<file path="src/rtl/can_irq_pkg.sv">
package can_irq_pkg;
  localparam int REG_W     = 8;
  localparam int ADDR_W    = 2;
  localparam int ARB_POS_W = 5;
  localparam int SEG_W     = 5;
  localparam int BTYPE_W   = 2;

  typedef enum logic [ADDR_W-1:0] {
    RA_FLAGS  = 2'd0,
    RA_ENABLE = 2'd1,
    RA_ARB    = 2'd2,
    RA_BERR   = 2'd3
  } reg_addr_e;

  localparam int B_RX    = 0;
  localparam int B_TX    = 1;
  localparam int B_WARN  = 2;
  localparam int B_PRESC = 4;
  localparam int B_PASS  = 5;
  localparam int B_ARB   = 6;
  localparam int B_BERR  = 7;

  localparam logic [REG_W-1:0] FLAG_MASK =
    (REG_W'(1) << B_RX) | (REG_W'(1) << B_TX) | (REG_W'(1) << B_WARN) |
    (REG_W'(1) << B_PASS) | (REG_W'(1) << B_ARB) | (REG_W'(1) << B_BERR);
  localparam logic [REG_W-1:0] CLR_ON_READ = FLAG_MASK & ~(REG_W'(1) << B_RX);
  localparam logic [REG_W-1:0] ENREG_MASK  = FLAG_MASK | (REG_W'(1) << B_PRESC);

  function automatic logic [REG_W-1:0] pack_arb(input logic [ARB_POS_W-1:0] pos);
    return REG_W'(pos);
  endfunction

  function automatic logic [REG_W-1:0] pack_berr(input logic [BTYPE_W-1:0] kind,
                                                 input logic dir,
                                                 input logic [SEG_W-1:0] seg);
    return {kind, dir, seg};
  endfunction

  // Next flag byte: read clears all but receive; receive follows pending level.
  function automatic logic [REG_W-1:0] next_flags(input logic [REG_W-1:0] cur,
                                                  input logic [REG_W-1:0] set,
                                                  input logic rd_clear,
                                                  input logic rx_hold);
    logic [REG_W-1:0] kept;
    kept = cur & ~(rd_clear ? CLR_ON_READ : '0);
    kept[B_RX] = cur[B_RX] & rx_hold;
    return (kept | set) & FLAG_MASK;
  endfunction
endpackage

</file>
<file path="src/rtl/can_irq_capture_slot.sv">
module can_irq_capture_slot #(
  parameter int W = 8
) (
  input  logic         clk,
  input  logic         rst_n,
  input  logic         ev,
  input  logic [W-1:0] din,
  input  logic         rearm,
  output logic [W-1:0] value,
  output logic         armed,
  output logic         fire
);
  logic [W-1:0] val_q;
  logic         armed_q;

  assign fire  = ev & armed_q;
  assign value = val_q;
  assign armed = armed_q;

  always_ff @(posedge clk or negedge rst_n) begin
    if (!rst_n) begin
      val_q   <= '0;
      armed_q <= 1'b1;
    end else if (fire) begin
      val_q   <= din;
      armed_q <= 1'b0;
    end else if (rearm) begin
      armed_q <= 1'b1;
    end
  end
endmodule

</file>
<file path="src/rtl/can_irq_enable_reg.sv">
module can_irq_enable_reg
  import can_irq_pkg::*;
(
  input  logic             clk,
  input  logic             rst_n,
  input  logic             wr,
  input  logic             cfg_open,
  input  logic [REG_W-1:0] wdata,
  output logic [REG_W-1:0] en_q,
  output logic [REG_W-1:0] en_mask,
  output logic             presc_double
);
  always_ff @(posedge clk or negedge rst_n) begin
    if (!rst_n)              en_q <= '0;
    else if (wr && cfg_open) en_q <= wdata & ENREG_MASK;
  end

  assign en_mask      = en_q & FLAG_MASK;
  assign presc_double = en_q[B_PRESC];
endmodule

</file>
<file path="src/rtl/can_irq_flag_bank.sv">
module can_irq_flag_bank
  import can_irq_pkg::*;
(
  input  logic             clk,
  input  logic             rst_n,
  input  logic [REG_W-1:0] set_req,
  input  logic [REG_W-1:0] en_mask,
  input  logic             rd_clear,
  input  logic             rx_pending,
  output logic [REG_W-1:0] flags,
  output logic [REG_W-1:0] set_vec,
  output logic             irq
);
  assign set_vec = set_req & en_mask & FLAG_MASK;

  always_ff @(posedge clk or negedge rst_n) begin
    if (!rst_n) flags <= '0;
    else        flags <= next_flags(flags, set_vec, rd_clear, rx_pending);
  end

  assign irq = |(flags & en_mask);
endmodule

</file>
<file path="src/rtl/can_irq_capture.sv">
module can_irq_capture
  import can_irq_pkg::*;
(
  input  logic                 clk,
  input  logic                 rst_n,
  input  logic                 reset_mode,
  input  logic                 rx_pending,
  input  logic                 ev_rx,
  input  logic                 ev_tx,
  input  logic                 ev_err_warn,
  input  logic                 ev_err_passive,
  input  logic                 ev_arb_lost,
  input  logic [ARB_POS_W-1:0] arb_bit_pos,
  input  logic                 ev_bus_err,
  input  logic [BTYPE_W-1:0]   berr_type,
  input  logic                 berr_dir,
  input  logic [SEG_W-1:0]     berr_seg,
  input  logic [ADDR_W-1:0]    reg_addr,
  input  logic                 reg_wr,
  input  logic                 reg_rd,
  input  logic [REG_W-1:0]     reg_wdata,
  output logic [REG_W-1:0]     reg_rdata,
  output logic                 presc_double,
  output logic                 irq
);
  reg_addr_e        sel;
  logic             rd_flags, rd_arb, rd_berr, wr_enable;
  logic [REG_W-1:0] en_q, en_mask, flags, set_req, set_vec;
  logic [REG_W-1:0] arb_cap, berr_cap;
  logic             arb_armed, arb_fire, berr_armed, berr_fire;

  assign sel       = reg_addr_e'(reg_addr);
  assign rd_flags  = reg_rd && (sel == RA_FLAGS);
  assign rd_arb    = reg_rd && (sel == RA_ARB);
  assign rd_berr   = reg_rd && (sel == RA_BERR);
  assign wr_enable = reg_wr && (sel == RA_ENABLE);

  can_irq_enable_reg u_enable (
    .clk(clk), .rst_n(rst_n), .wr(wr_enable), .cfg_open(reset_mode),
    .wdata(reg_wdata), .en_q(en_q), .en_mask(en_mask), .presc_double(presc_double)
  );

  can_irq_capture_slot #(.W(REG_W)) u_arb_slot (
    .clk(clk), .rst_n(rst_n), .ev(ev_arb_lost), .din(pack_arb(arb_bit_pos)),
    .rearm(rd_arb), .value(arb_cap), .armed(arb_armed), .fire(arb_fire)
  );

  can_irq_capture_slot #(.W(REG_W)) u_berr_slot (
    .clk(clk), .rst_n(rst_n), .ev(ev_bus_err),
    .din(pack_berr(berr_type, berr_dir, berr_seg)),
    .rearm(rd_berr), .value(berr_cap), .armed(berr_armed), .fire(berr_fire)
  );

  always_comb begin
    set_req         = '0;
    set_req[B_RX]   = ev_rx;
    set_req[B_TX]   = ev_tx;
    set_req[B_WARN] = ev_err_warn;
    set_req[B_PASS] = ev_err_passive;
    set_req[B_ARB]  = arb_fire;
    set_req[B_BERR] = berr_fire;
  end

  can_irq_flag_bank u_flags (
    .clk(clk), .rst_n(rst_n), .set_req(set_req), .en_mask(en_mask),
    .rd_clear(rd_flags), .rx_pending(rx_pending), .flags(flags),
    .set_vec(set_vec), .irq(irq)
  );

  always_comb begin
    unique case (sel)
      RA_FLAGS:  reg_rdata = flags;
      RA_ENABLE: reg_rdata = en_q;
      RA_ARB:    reg_rdata = arb_cap;
      RA_BERR:   reg_rdata = berr_cap;
      default:   reg_rdata = '0;
    endcase
  end
endmodule

</file>
<file path="config.mk">
export PLATFORM = sky130hd
export DESIGN_NAME = can_irq_capture
export DESIGN_NICKNAME = d
export VERILOG_FILES = /design/src/rtl/can_irq_pkg.sv /design/src/rtl/can_irq_capture_slot.sv /design/src/rtl/can_irq_enable_reg.sv /design/src/rtl/can_irq_flag_bank.sv /design/src/rtl/can_irq_capture.sv
export SDC_FILE = /design/constraint.sdc
export NUM_CORES = 1
export LEC_CHECK = 0
export BUFFER_PORTS_ARGS = -buffer_cell sky130_fd_sc_hd__buf_2
export CAP_MARGIN = 10
export CORE_UTILIZATION = 48
export DETAILED_ROUTE_END_ITERATION = 8
export PLACE_DENSITY = 0.85
export SYNTH_ARGS = -nofsm -noshare
export SYNTH_HDL_FRONTEND = slang
export SYNTH_SLANG_ARGS = --single-unit
</file>
<file path="constraint.sdc">
create_clock -name clk -period 1.3 [get_ports clk]
set_input_delay 0.26 -clock clk [delete_from_list [all_inputs] [get_ports clk]]
set_output_delay 0.26 -clock clk [all_outputs]
set_load 0.02 [all_outputs]
</file>
Word-level counts from Yosys, hierarchy flattened --
Index checks and enable logic that the tools add are counted.
Storage, ports and cells: flip-flop bits (word level) 28, bits of input ports 35
Cells by class: eq/ne operators 3, mux-type cells 6, bitwise operators 8, reductions and logical operators 9
Operator list (number):
- 8-bit case mux with 4 select lines | 1
- 8-bit AND | 3
- 8-bit two-way mux | 1
- 8-bit NOT | 1
- 8-bit bitwise OR | 1
- 8-bit OR reduction | 1
- 1-bit logical AND | 5
- 2-bit == test (second input constant) | 2
- 1-bit two-way mux | 4
- 2-bit nonzero test | 2
- 1-bit AND | 3
- 2-bit by 1-bit == test with 1-bit output (second input constant) | 1
- 2-bit logical NOT | 1

Logic depth before layout (Yosys ltp) --
word-level depth 6, depth in mapped cells 4, gate-level depth less buffers 2

Modules after synthesis --
Synthesis repeated with hierarchy kept, for this count alone.
Second synthesis, totals: cell total of the unflattened synthesis 111, area, all modules 1585.3 µm²
By module, submodules not included:
- can_irq_capture_slot | times used 2, cells an instance 21, area each 345.3 µm², seq. area each 226.5 µm²
- can_irq_enable_reg | times used 1, cells an instance 26, area each 339.1 µm², seq. area each 175.2 µm²
- can_irq_flag_bank | times used 1, cells an instance 28, area each 312.8 µm², seq. area each 150.1 µm²
- can_irq_capture | times used 1, cells an instance 15, area each 242.7 µm², seq. area each 0.0 µm²

Worst setup path before layout --
OpenSTA, ideal clock, no wires.
kind input-to-output, start input port reg_addr[0], end output port reg_rdata[5], arrival 1.133 ns, slack -0.093 ns, cell stages on the path 4, path through buf_6 > buf_4 > mux2i_1 > o21ai_0
On the way: longest elaborated chain between the ends 2
RTL lines:
- start: declaration | RTL line can_irq_capture.sv:18 | input logic [ADDR_W-1:0] reg_addr,
- 2-bit == test (tied with other cells) | RTL line can_irq_capture.sv:71 | unique case (sel)
- 8-bit case mux with 4 select lines (*) | RTL line can_irq_capture.sv:71
- end: declaration | RTL line can_irq_capture.sv:22 | output logic [REG_W-1:0] reg_rdata,
Mark *: on every way between the ends. The rest lies on a longest branch, timed or not.

Final worst setup path --
start register u_berr_slot.val_q[0], in the netlist u_berr_slot.value[0], end output port reg_rdata[0]
On the way: longest elaborated chain between the ends 1
RTL lines:
- start: declaration | RTL line can_irq_capture_slot.sv:13 | logic [W-1:0] val_q;
- start signal: assignment | RTL line can_irq_capture_slot.sv:25 | val_q <= din;
- 8-bit case mux with 4 select lines | RTL line can_irq_capture.sv:71
Every way passes these cells.

==> report_table.html <==
<table>
<tr><th>Metric</th><th>Value</th></tr>
<tr><th colspan="2">Setup path</th></tr>
<tr><td>Signal arrival time at the worst endpoint</td><td>roughly 1400 ps</td></tr>
<tr><td>CP max-delay cell</td><td>mux4_2</td></tr>
<tr><td>Critical path data required time</td><td>1040 ps</td></tr>
<tr><td>Critical path capture point type</td><td>primary output</td></tr>
<tr><td>Peak fanout along the critical path</td><td>2</td></tr>
<tr><td>Crit path largest cell delay</td><td>490 ps</td></tr>
<tr><td>Cells traversed along the worst timing path</td><td>mux4_2, buf_6</td></tr>
<tr><td>Type of the setup path with the least slack</td><td>reg -&gt; out</td></tr>
<tr><td>Type of element launching the critical path</td><td>flop</td></tr>
<tr><th colspan="2">STA</th></tr>
<tr><td>Worst-case setup margin in the final layout</td><td>-355 ps</td></tr>
<tr><td>Final number of hold-violating endpoints</td><td>0</td></tr>
<tr><td>Worst setup skew after layout</td><td>7.63 ps</td></tr>
<tr><td>Setup repair after global routing missed its margin</td><td>true</td></tr>
<tr><td>Post-layout min period</td><td>about 1700 ps</td></tr>
<tr><td>Final worst path period share</td><td>127%</td></tr>
<tr><td>Count of pins over their slew limit</td><td>0</td></tr>
<tr><td>Final total negative setup slack</td><td>-1750 ps</td></tr>
<tr><td>Worst slew margin relative to its limit</td><td>58.4%</td></tr>
<tr><td>Final setup violation count</td><td>9</td></tr>
<tr><td>Maximum achievable frequency</td><td>0.604 GHz</td></tr>
<tr><td>Slew @ Worst Pin</td><td>625 ps</td></tr>
<tr><th colspan="2">Synthesis</th></tr>
<tr><td>Post-Syn Nets</td><td>121</td></tr>
<tr><td>Number of distinct library cells after synthesis</td><td>18</td></tr>
<tr><td>Number of synthesized flops with an enable pin</td><td>0</td></tr>
<tr><td>Cell accounting for the most synthesized area</td><td>dfrtp_1</td></tr>
<tr><td>Multiplexer area fraction after synthesis</td><td>30.0%</td></tr>
<tr><td>Post-synth design cell area</td><td>approximately 1300 sq um</td></tr>
<tr><td>Yosys top cell area share</td><td>50.8%</td></tr>
<tr><td>Most instantiated cells after synthesis</td><td>26 x dfrtp_1, 20 x mux2_2, 8 x mux2i_1</td></tr>
<tr><td>Largest family of logic cells by synthesized area</td><td>multiplexers</td></tr>
<tr><td>Simple logic cell fraction of the synthesized area</td><td>under 10%</td></tr>
<tr><td>Cell count after synthesis</td><td>between 80 and 90</td></tr>
<tr><td>Synth Area in XOR/XNOR</td><td>0%</td></tr>
<tr><td>Leading cell type by number of instances after synthesis</td><td>dfrtp_1</td></tr>
<tr><td>Total number of yosys warnings</td><td>0</td></tr>
<tr><td>Post-synthesis compound-gate area fraction</td><td>7.23%</td></tr>
<tr><td>Async S/R FF share, synth</td><td>between 90% and 100%</td></tr>
<tr><td>Adder-cell share of the synthesized area</td><td>0%</td></tr>
<tr><td>Leading register cell type out of synthesis</td><td>dfrtp_1</td></tr>
<tr><td>Number of storage elements in the synthesis netlist</td><td>28</td></tr>
<tr><td>Synth top area cells</td><td>dfrtp_1 51%, mux2_2 18%, mux2i_1 6.3%, mux4_1 6.2%, dfstp_2 4.1%</td></tr>
<tr><td>Part of the Yosys area used for sequential elements</td><td>54.9%</td></tr>
<tr><td>Avg Inst Size Synth</td><td>between 10 and 15 sq um</td></tr>
<tr><th colspan="2">Detailed routing</th></tr>
<tr><td>Vias per cell</td><td>5.62</td></tr>
<tr><td>Drt drc</td><td>0</td></tr>
<tr><td>DR pass1 iterations</td><td>4</td></tr>
<tr><td>Count of nets left with antenna violations after detail routing</td><td>0</td></tr>
<tr><td>Routed WL per cell</td><td>roughly 17 um</td></tr>
<tr><td>Final routed wirelength across all metal layers</td><td>about 2.8 mm</td></tr>
<tr><td>Detailed Route Iter0 Violations</td><td>23</td></tr>
<tr><td>Via count</td><td>967</td></tr>
<tr><th colspan="2">Power</th></tr>
<tr><td>Worst IR drop on VDD</td><td>slightly below 1000 uV</td></tr>
<tr><td>P per Cell Area</td><td>between 1000 and 1500 nW/um^2</td></tr>
<tr><td>Post-route total power</td><td>about 2.4 mW</td></tr>
<tr><td>Leakage Power</td><td>about 0.80 nW</td></tr>
<tr><th colspan="2">Min path</th></tr>
<tr><td>Type of the tightest min-delay check</td><td>in -&gt; reg</td></tr>
<tr><th colspan="2">Global routing</th></tr>
<tr><td>Gr ovfl total</td><td>0</td></tr>
<tr><td>GRT Resource Usage Total</td><td>approximately 23%</td></tr>
<tr><td>First-pass GRT wire length</td><td>approximately 4.6 mm</td></tr>
<tr><td>Number of antenna violations at the first check in global routing</td><td>0</td></tr>
<tr><td>Largest net degree at the start of global routing</td><td>29</td></tr>
<tr><td>Number of global-route vias before repair</td><td>1004</td></tr>
<tr><th colspan="2">CTS</th></tr>
<tr><td>CTS Buffer Depth</td><td>2</td></tr>
<tr><td>H-Tree Depth</td><td>1</td></tr>
<tr><td>Number of CTS-inserted buffers</td><td>3</td></tr>
<tr><td>Clock tree root driver cell</td><td>clkbuf_4</td></tr>
<tr><td>TritonCTS clock tree</td><td>built</td></tr>
<tr><td>Number of clock sinks</td><td>28</td></tr>
<tr><td>Post-CTS clock slew at the launch and capture registers of the worst setup and hold paths</td><td>140 ps</td></tr>
<tr><td>Clock latency reported for the late side of the worst-skew pair</td><td>330 ps</td></tr>
<tr><th colspan="2">Layout</th></tr>
<tr><td>Fraction of layout instances using a drive strength above 1</td><td>61.3%</td></tr>
<tr><td>Area growth, synth to finish</td><td>30.2%</td></tr>
<tr><td>Final instance count without filler cells</td><td>172</td></tr>
<tr><td>Antenna cell count</td><td>0</td></tr>
<tr><td>Design Area, Final</td><td>1670 sq um</td></tr>
<tr><td>Number of nets in the final layout</td><td>roughly 180</td></tr>
<tr><th colspan="2">Floorplanning</th></tr>
<tr><td>Core area</td><td>2500 sq um</td></tr>
<tr><td>Width of the chip</td><td>53.6 um</td></tr>
<tr><td>Initial core utilization</td><td>51.2%</td></tr>
<tr><td>Num rows</td><td>18</td></tr>
<tr><td>Vertical extent of the die</td><td>53.6 um</td></tr>
<tr><td>Overall die area</td><td>between 2000 and 3000 sq um</td></tr>
<tr><td>Boundary pin count</td><td>between 40 and 50</td></tr>
<tr><th colspan="2">Placed design</th></tr>
<tr><td>Post-detailed-placement cell area</td><td>1580 sq um</td></tr>
<tr><td>Detailed-placement wirelength estimate</td><td>between 2 and 2.5 mm</td></tr>
<tr><td>Final Wtd Congestion</td><td>a little over 0.8</td></tr>
<tr><td>Count of buffers inserted at the top-level ports</td><td>43</td></tr>
<tr><td>Inst Count DP</td><td>166</td></tr>
<tr><th colspan="2">Run</th></tr>
<tr><td>Max-cap violation count</td><td>0</td></tr>
<tr><th colspan="2">Outcome</th></tr>
<tr><td>Result of the run</td><td>complete, but fails checks</td></tr>
<tr><td>Violations in the final reports</td><td>setup timing</td></tr>
</table>
-- per-layer routing --
metal | vias up | GRT usage (%) | share of wire [%]
met2 | 32 | 37.9 | 51
li1 | 441 | - | -
met1 | 485 | 29.2 | 43
met4 | 0 | 14.5 | 3.3
met3 | 9 | 1.13 | 3.5
met5 | - | 0 | 0
-- kinds of logic (layout without fill, tap and decap cells) --
| family | after synthesis | in the layout |
|---|---|---|
| mux | 31 | 31 |
| flops | 28 | 28 |
| compound gates | 12 | 12 |
| simple gates | 12 | 12 |
| buf+inv | 3 | 59 |
-- worst paths after layout --
check,start,to,slack (ps),cells past startpoint
worst max register to register,u_arb_slot.armed$_DFFE_PN1P_,u_arb_slot.value[4]$_DFFE_PN0P_,130,2
min in group asynchronous,rst_n,u_berr_slot.value[2]$_DFFE_PN0P_,500,2
max in group asynchronous,rst_n,u_flags.flags[5]$_DFF_PN0_,400,2
worst min-delay path,ev_bus_err,u_berr_slot.armed$_DFFE_PN1P_,90,2
worst max-delay path,u_berr_slot.value[0]$_DFFE_PN0P_,reg_rdata[0],-350,2
worst min register to register,u_berr_slot.armed$_DFFE_PN1P_,u_berr_slot.armed$_DFFE_PN1P_,500,1
-- layout by cell type, fill, tap and decap left out, drive strengths merged --
| cell | instances |
|---|---|
| buf | 54 |
| dfrtp | 26 |
| mux2 | 20 |
| mux2i | 8 |
| nand3 | 5 |
| a22o | 4 |
| clkbuf | 4 |
| mux4 | 3 |
| nand2 | 3 |
| o21ai | 3 |
| a22oi | 3 |
| a32o | 2 |
| dfstp | 2 |
| nor2b | 1 |
| or3b | 1 |
| nand3b | 1 |
| nand4b | 1 |
| dlygate4sd3 | 1 |
-- critical path, delay by kind of cell, from the launching register on --
family / cells / cell delay (ps)
muxes: 1 / 490
buffers and inverters: 1 / 150
DFF: 1 / 410
-- layout make-up --
type,count,area (sq um)
multi-input combinational,55,557
timing repair buffer,55,343
sequential,28,703
tap,30,37.5
fill,173,833
clock buffer,4,26.3
-- power breakdown --
| group | switching, mW | internal, mW |
|---|---|---|
| clock | 0.249 | 0.121 |
| sequential | 0.139 | 1.08 |
| combinational | 0.356 | 0.477 |
-- what timing repair did --
action,4_1_cts,5_1_grt
buffers inserted,1,0
setup endpoints to repair,9,9
gates resized for setup,13,4
pin swaps,2,1
endpoints found under the hold margin,26,0
hold buffers,1,0
-- state kept, by name (all words and copies together) (netlist names) --
signal / flops
u_berr_slot.value: 8
u_arb_slot.value: 5
u_arb_slot.armed: 1
u_enable.en_q: 7
u_flags.flags: 6
u_berr_slot.armed: 1
-- per-stage QoR --
step,hold WS (ps),setup WS (ps),utilization [%]
after floorplan,-35.6,12.8,-
after global placement,285,-105,63.4
after detailed placement,307,-147,63.4
after CTS,86.8,-359,66.0
after global routing,90.1,-386,66.7
final,93.2,-355,66.7
No activity file was read; power rests on OpenSTA's default activity.
